`src/rtl/fuse_regfront_pkg.sv`:
```
package fuse_regfront_pkg;
   localparam int          DW        = 32;
   localparam int          EVT_N     = 6;
   localparam logic [31:0] GATE_KEY  = 32'h0000_DF0D;
   localparam logic [31:0] LIVE_BITS = 32'h8000_001F;
   localparam logic [31:0] MASK_INIT = 32'h8000_001F;
   // word indices (byte address / 4)
   localparam int W_GATE = 0;
   localparam int W_STAT = 1;
   localparam int W_MASK = 2;
   localparam int W_MSET = 3;
   localparam int W_MCLR = 4;

   // status bit position fed by event input i
   function automatic int evt_pos(input int i);
      return (i < EVT_N - 1) ? i : 31;
   endfunction
endpackage

```
`src/rtl/fuse_gate.sv`:
```
module fuse_gate
   import fuse_regfront_pkg::*;
(
   input  logic          clk,
   input  logic          rst,
   input  logic          we,
   input  logic [DW-1:0] wdata,
   output logic          locked
);
   always_ff @(posedge clk) begin
      if (rst)     locked <= 1'b1;
      else if (we) locked <= (wdata != GATE_KEY);
   end
endmodule

```
`src/rtl/fuse_irq.sv`:
```
module fuse_irq
   import fuse_regfront_pkg::*;
(
   input  logic             clk,
   input  logic             rst,
   input  logic             clr_we,
   input  logic             set_we,
   input  logic             dis_we,
   input  logic [DW-1:0]    wdata,
   input  logic [EVT_N-1:0] evt,
   output logic [DW-1:0]    status_q,
   output logic [DW-1:0]    mask_q,
   output logic             irq
);
   logic [DW-1:0] evt_vec;
   logic [DW-1:0] clr_vec;
   logic [DW-1:0] status_d;
   logic [DW-1:0] mask_d;

   always_comb begin
      evt_vec = '0;
      for (int i = 0; i < EVT_N; i++) evt_vec[evt_pos(i)] = evt[i];
   end

   assign clr_vec  = clr_we ? wdata : '0;
   // clear first, then OR in events: a same-cycle event wins
   assign status_d = ((status_q & ~clr_vec) | evt_vec) & LIVE_BITS;

   always_comb begin
      mask_d = mask_q;
      if (set_we)      mask_d = mask_q | (wdata & LIVE_BITS);
      else if (dis_we) mask_d = mask_q & ~wdata;
   end

   always_ff @(posedge clk) begin
      if (rst) begin
         status_q <= '0;
         mask_q   <= MASK_INIT;
      end else begin
         status_q <= status_d;
         mask_q   <= mask_d;
      end
   end

   assign irq = |(status_q & mask_q);
endmodule

```
`src/rtl/fuse_store.sv`:
```
module fuse_store
   import fuse_regfront_pkg::*;
#(
   parameter int NUM_STORE = 4
) (
   input  logic                    clk,
   input  logic                    rst,
   input  logic [NUM_STORE-1:0]    we_vec,
   input  logic [DW-1:0]           wdata,
   output logic [NUM_STORE*DW-1:0] words
);
   for (genvar g = 0; g < NUM_STORE; g++) begin : g_word
      always_ff @(posedge clk) begin
         if (rst)            words[g*DW +: DW] <= '0;
         else if (we_vec[g]) words[g*DW +: DW] <= wdata;
      end
   end
endmodule

```
`src/rtl/fuse_regfront.sv`:
```
module fuse_regfront
   import fuse_regfront_pkg::*;
#(
   parameter int ADDR_W     = 8,
   parameter int NUM_STORE  = 4,
   parameter int STORE_BASE = 8
) (
   input  logic              clk,
   input  logic              rst,
   input  logic              wr_en,
   input  logic [ADDR_W-1:0] addr,
   input  logic [DW-1:0]     wdata,
   input  logic [EVT_N-1:0]  evt,
   output logic [DW-1:0]     rd_data,
   output logic              irq
);
   localparam int IDX_W = ADDR_W - 2;

   if (NUM_STORE < 1 || NUM_STORE > 16) begin : g_bad_store
      $error("NUM_STORE out of range 1..16");
   end
   if (STORE_BASE <= W_MCLR) begin : g_bad_base
      $error("STORE_BASE overlaps control words");
   end
   if ((STORE_BASE + NUM_STORE) > (1 << IDX_W)) begin : g_bad_addr
      $error("ADDR_W too small for the storage window");
   end

   logic [IDX_W-1:0]          idx;
   logic                      aligned;
   logic                      locked;
   logic                      wr_ok;
   logic [DW-1:0]             status_q;
   logic [DW-1:0]             mask_q;
   logic [NUM_STORE-1:0]      st_we;
   logic [NUM_STORE*DW-1:0]   st_words;

   assign idx     = addr[ADDR_W-1:2];
   assign aligned = (addr[1:0] == 2'b00);
   assign wr_ok   = wr_en && aligned && !locked;

   fuse_gate u_gate (
      .clk    (clk),
      .rst    (rst),
      .we     (wr_en && aligned && idx == IDX_W'(W_GATE)),
      .wdata  (wdata),
      .locked (locked)
   );

   fuse_irq u_irq (
      .clk      (clk),
      .rst      (rst),
      .clr_we   (wr_ok && idx == IDX_W'(W_STAT)),
      .set_we   (wr_ok && idx == IDX_W'(W_MSET)),
      .dis_we   (wr_ok && idx == IDX_W'(W_MCLR)),
      .wdata    (wdata),
      .evt      (evt),
      .status_q (status_q),
      .mask_q   (mask_q),
      .irq      (irq)
   );

   always_comb begin
      for (int k = 0; k < NUM_STORE; k++)
         st_we[k] = wr_ok && (idx == IDX_W'(STORE_BASE + k));
   end

   fuse_store #(.NUM_STORE(NUM_STORE)) u_store (
      .clk    (clk),
      .rst    (rst),
      .we_vec (st_we),
      .wdata  (wdata),
      .words  (st_words)
   );

   always_comb begin
      rd_data = '0;
      if (aligned) begin
         if (idx == IDX_W'(W_GATE)) rd_data = {{(DW-1){1'b0}}, locked};
         if (idx == IDX_W'(W_STAT)) rd_data = status_q;
         if (idx == IDX_W'(W_MASK)) rd_data = mask_q;
         for (int k = 0; k < NUM_STORE; k++)
            if (idx == IDX_W'(STORE_BASE + k)) rd_data = st_words[k*DW +: DW];
      end
   end
endmodule


```
`config.mk`:
```
export PLATFORM = sky130hd
export DESIGN_NAME = fuse_regfront
export DESIGN_NICKNAME = d
export VERILOG_FILES = /design/src/rtl/fuse_regfront_pkg.sv /design/src/rtl/fuse_gate.sv /design/src/rtl/fuse_irq.sv /design/src/rtl/fuse_store.sv /design/src/rtl/fuse_regfront.sv
export SDC_FILE = /design/constraint.sdc
export NUM_CORES = 1
export LEC_CHECK = 0
export BUFFER_PORTS_ARGS = -buffer_cell sky130_fd_sc_hd__buf_2
export CORE_MARGIN = 4
export CORE_UTILIZATION = 55
export DETAILED_ROUTE_END_ITERATION = 7
export GPL_ROUTABILITY_DRIVEN = 0
export HOLD_SLACK_MARGIN = 0.05
export MAX_ROUTING_LAYER = met4
export PLACE_DENSITY_LB_ADDON = 0.12
export SLEW_MARGIN = 30
export SYNTH_ARGS = -nofsm -noshare
export SYNTH_HDL_FRONTEND = slang
export SYNTH_SLANG_ARGS = --single-unit
```
`constraint.sdc`:
```
create_clock -name clk -period 2.02 [get_ports clk]
set_input_delay 0 -clock clk [delete_from_list [all_inputs] [get_ports clk]]
set_output_delay 0 -clock clk [all_outputs]
set_load 0.05 [all_outputs]
```
; After elaboration in Yosys (flattened, before gate mapping)
; Index checks and enable logic that the tools add are counted.
[word_totals]
register_bits = 193
output_inout_bits = 33
word_cells = 50
input_bits = 49
[classes]
mux = 11
bitwise_logic = 7
n_eq_ne = 9
n_reduce_logical = 15
[op_table]
columns = cell, n
row1 = 2-to-1 mux 32 bit, 10
row2 = AND 32 bit, 3
row3 = NOT 32 bit, 2
row4 = bitwise OR 32 bit, 2
row5 = "inequality test 32 x 16 -> 1 bit, second input constant", 1
row6 = OR reduction 32 bit, 1
row7 = "equality test 6 x 4 -> 1 bit, second input constant", 4
row8 = "equality test 6 x 2 -> 1 bit, second input constant", 2
row9 = logical AND 1 bit, 10
row10 = "equality test 6 x 1 -> 1 bit, second input constant", 1
row11 = "equality test 6 x 3 -> 1 bit, second input constant", 1
row12 = zero test 6 bit, 1
row13 = zero test 2 bit, 1
row14 = nonzero test 2 bit, 1
row15 = zero test 1 bit, 1
row16 = 2-to-1 mux 1 bit, 1

; Depth between registers and ports, before layout
[logic_depth]
depth_word = 9
depth_mapped = 7
mapped_depth_nobuf = 4

; By module
; From an unflattened synthesis, not the netlist that was laid out.
[unflattened]
cells_unflattened = 845
area_unflattened_um2 = 8260.4
[modules_own_cells]
columns = mod, cells_each, n_inst, area_per_inst_um2, seq_area_each_um2
row1 = fuse_store, 414, 1, 4679.5, 2562.5
row2 = fuse_regfront, 263, 1, 1848.0, 0.0
row3 = fuse_irq, 153, 1, 1619.1, 760.7
row4 = fuse_gate, 15, 1, 113.9, 20.0

; Worst setup path after synthesis
; OpenSTA, ideal clock, no wires.
[synth_path]
path_kind = input -> output
start = in addr[5]
end = out rd_data[14]
t_arrival_ns = 3.283
stages = 5
path_buffers = 1
required_time_ns = 2.020
slack_ns = -1.263
path_cell_list = nor4_2 -> and2_1 -> buf_2 -> a22oi_1 -> a2111oi_0
[synth_via]
elab_chain_len = 8
word_cells_on_any_way = 13
cone_classes = 6 x eq/ne / 7 x mux
[synth_lines]
columns = element, line
row1 = start: declaration, fuse_regfront.sv:11  ; input logic [ADDR_W-1:0] addr,
row2 = equality test 6 x 1 -> 1 bit, fuse_regfront.sv:80  ; if (idx == IDX_W'(W_STAT)) rd_data = status_q;
row3 = 2-to-1 mux 32 bit, fuse_regfront.sv:80
row4 = 2-to-1 mux 32 bit, fuse_regfront.sv:81  ; if (idx == IDX_W'(W_MASK)) rd_data = mask_q;
row5 = 2-to-1 mux 32 bit (3 in a row), fuse_regfront.sv:83  ; if (idx == IDX_W'(STORE_BASE + k)) rd_data = st_words[k*DW +: DW];
row6 = 2-to-1 mux 32 bit (*), fuse_regfront.sv:83
row7 = 2-to-1 mux 32 bit (*), fuse_regfront.sv:78  ; if (aligned) begin
row8 = end: declaration, fuse_regfront.sv:14  ; output logic [DW-1:0] rd_data,
; Every way passes the cells marked *; elsewhere a longest branch is shown, timed or not.

; Worst setup path after layout
[layout_path]
start = reg u_gate.locked
end = reg u_irq.status_q[0]
[layout_via]
elab_chain_len = 7
[layout_lines]
columns = element, line
row1 = start: declaration, fuse_gate.sv:8  ; output logic locked
row2 = start signal: assignment, fuse_gate.sv:12  ; else if (we) locked <= (wdata != GATE_KEY);
row3 = zero test 1 bit, fuse_regfront.sv:40  ; assign wr_ok = wr_en && aligned && !locked;
row4 = logical AND 1 bit, fuse_regfront.sv:40
row5 = logical AND 1 bit, fuse_regfront.sv:53  ; .clr_we (wr_ok && idx == IDX_W'(W_STAT)),
row6 = 2-to-1 mux 32 bit, fuse_irq.sv:25  ; assign clr_vec = clr_we ? wdata : '0;
row7 = NOT 32 bit, fuse_irq.sv:27  ; assign status_d = ((status_q & ~clr_vec) | evt_vec) & LIVE_BITS;
row8 = AND 32 bit, fuse_irq.sv:27
row9 = bitwise OR 32 bit, fuse_irq.sv:27
row10 = end signal: assignment, fuse_irq.sv:40  ; status_q <= status_d;
row11 = end: declaration, fuse_irq.sv:11  ; output logic [DW-1:0] status_q,
; Every way passes these cells.
; A chain may end at the register's enable or synchronous reset.

==> flow_summary.toml <==
[outcome]
status = "completed"

[placed_design]
placed_area_sq_um = 8210
io_buffer_count = 81
pre_cts_ws_ns = 0.133
hpwl_mm = 13.8

[synthesis]
synth_cell_types = 40
synthCells = 959
yosysWarningCount = 0
ys_ff_latch = 167
ys_seq_area_share_pct = 44.8
netlist_area_sq_um = 7460
synth_flop_cell = "dfxtp_1"
syn_area_per_cell_sq_um = 7.78
async_flop_share_pct = 0
synth_edf_count = 0
syn_nets = 1008

[layout]
fin_util_pct = 70.1
antenna_cells = 0
final_nets = 1111
area_growth_pct = 24.4
final_common_cell = "nand2_1"
final_cell_mix = "293 x nand2_1, 190 x a21oi_1, 167 x dfxtp_1, 80 x buf_2, 46 x dlygate4sd3_1"
drive_gt1_share_pct = 17.5
final_cell_area_sq_um = 9280

[floorplan]
dieArea_sq_um = 15500
fp.dieW_um = 124
die_h_um = 124
ioPinCount = 82
start_util_pct = 56.4
core_sq_um = 13200
rows = 42

[clocking]
cts.sinks = 167
cts_buffer_depth = 2
h-tree-depth = 4
post_cts_resized = 0
cts_made_buffers = 17
clk_latency_ns = 0.43
root_buffer = "clkbuf_16"
clk_pin_slew_ns = 0.06
cts_tree = "built"

[grt]
busiest_layer = "met2"
use_met2_pct = 47.0
antenna_found_initial = 0
overflow = 0
grt_pass1_vias = 7011
met3_usage_pct = 6.39
grt_max_degree = 80
grtUsageMet1_pct = 40.1
grt_pass1_wl_mm = 37.2
grt.total_usage_pct = 30.4

[route]
drcViolationCount = 0
post_drt_wl_per_cell_um = 18.4
routed_wl_mm = 23.0
drtIter0Drc = 957
vias = 7328
viasPerCell = 5.86
firstDrtPassIters = 5
ant_nets = 0

[setup_path]
critPathArrivalTime_ns = 2.21
crit_required_ns = 2.31
crit_type = "flip-flop to flip-flop"
startpoint_type = "flip-flop"
cp_max_fo = 9
worstSetupEndpointType = "flip-flop"

[timing]
hold_viol = 0
fin_skew_ns = 0.0139
maxSlewHeadroom_pct = 60.3
max_freq_mhz = 522
timing.final.max_slew_violations = 0
setup_ws_ns = 0.105
tightest_slew_ns = 0.596
grt_setup_unrepaired = "false"
post-route-period-util_pct = 94.8
setup_viol = 0
setup_tns_ns = 0
fin_crit_ns = 1.91

[pwr]
ir_worst_vdd_mv = 0.671
p_total_uw = 7180
p_leak_uw = 0.00330
p_per_area_nw_per_um2 = 773

[worst_hold_path]
min_path_type = "primary input to flip-flop"

[flow_run]
cap_violations = 0
kinds of logic (layout without fill, tap and decap cells):
logic type | count (synthesis) | count (layout) | synth area share [%]
AND/OR/NAND/NOR | 376 | 376 | 21.8
AO/OA/AOI/OAI | 296 | 296 | 23.4
flip-flops | 167 | 167 | 44.8
buffers and inverters | 89 | 205 | 5.18
multiplexers | 31 | 31 | 4.81
repair_timing:
action,in CTS,in global routing
endpoints found under the setup margin,0,2
setup buffers,0,2
hold endpoints to repair,167,0
hold buffers,46,0
cell type report:
type	count	area, sq um
fill	1099	3960
multi-input combinational	703	3780
sequential	167	3340
timing repair buffer	173	1340
clock buffer	24	482
tap	176	220
clock inverter	8	120
worst max-delay path: stages, from the launching register on:
cell	delay (ns)
dfxtp_1	0.34
nor4b_2	0.35
buf_4	0.24
nand4_1	0.11
a21oi_1	0.14
dlygate4sd3_1	0.56
nor2_1	0.04
final timing paths:
path	startpoint	to	slack, ns	depth (start not counted)
setup / recovery	u_gate.locked$_SDFFE_PP1P_	u_irq.status_q[0]$_SDFF_PP0_	0.11	6
hold / removal	addr[5]	u_gate.locked$_SDFFE_PP1P_	0.17	5
setup reg to reg	u_gate.locked$_SDFFE_PP1P_	u_irq.status_q[0]$_SDFF_PP0_	0.11	6
hold reg to reg	u_irq.mask_q[30]$_SDFFE_PP0P_	u_irq.mask_q[30]$_SDFFE_PP0P_	0.45	2
synth_stat cells (all sizes together) (3+ instances only):
master / count / area share, %
a21oi: 190 / 13
a221o: 6 / 0.80
a22o: 5 / 0.59
a22oi: 5 / 0.50
buf: 29 / 2.2
clkbuf: 60 / 3.0
dfxtp: 167 / 45
mux2: 29 / 4.4
nand2: 293 / 15
nand2b: 28 / 2.3
nand3: 6 / 0.40
nand4: 9 / 0.75
nor2: 12 / 0.60
nor2b: 4 / 0.34
nor3: 4 / 0.47
nor4: 5 / 0.50
nor4b: 4 / 0.47
o21ai: 33 / 2.2
o221ai: 29 / 3.4
o22a: 20 / 2.3
o22ai: 3 / 0.25
sequential cells by signal (all words and copies together) (netlist names), named ones only:
register        flops
u_store.words     128
u_irq.mask_q       26
u_irq.status_q      6
u_gate.locked       1
per-stage QoR:
step           hold slack, ns  std cells
2_1_floorplan          0.0878        959
3_3_place_gp            0.211       1171
3_5_place_dp            0.216       1171
4_1_cts                 0.153       1249
5_1_grt                 0.197       1251
6_report                0.173       1251
per-layer routing:
layer | routed length [um] | share of wire (%)
met2 | 11000 | 48
met5 | 0 | 0
met3 | 1530 | 6.6
met4 | 387 | 1.7
met1 | 10100 | 44
power breakdown:
group / switching (uW) / total, uW / internal, uW
Clock: 1300 / 3340 / 2040
Combinational: 313 / 528 / 215
Sequential: 7.44 / 3310 / 3300
No activity file was read; power rests on OpenSTA's default activity.
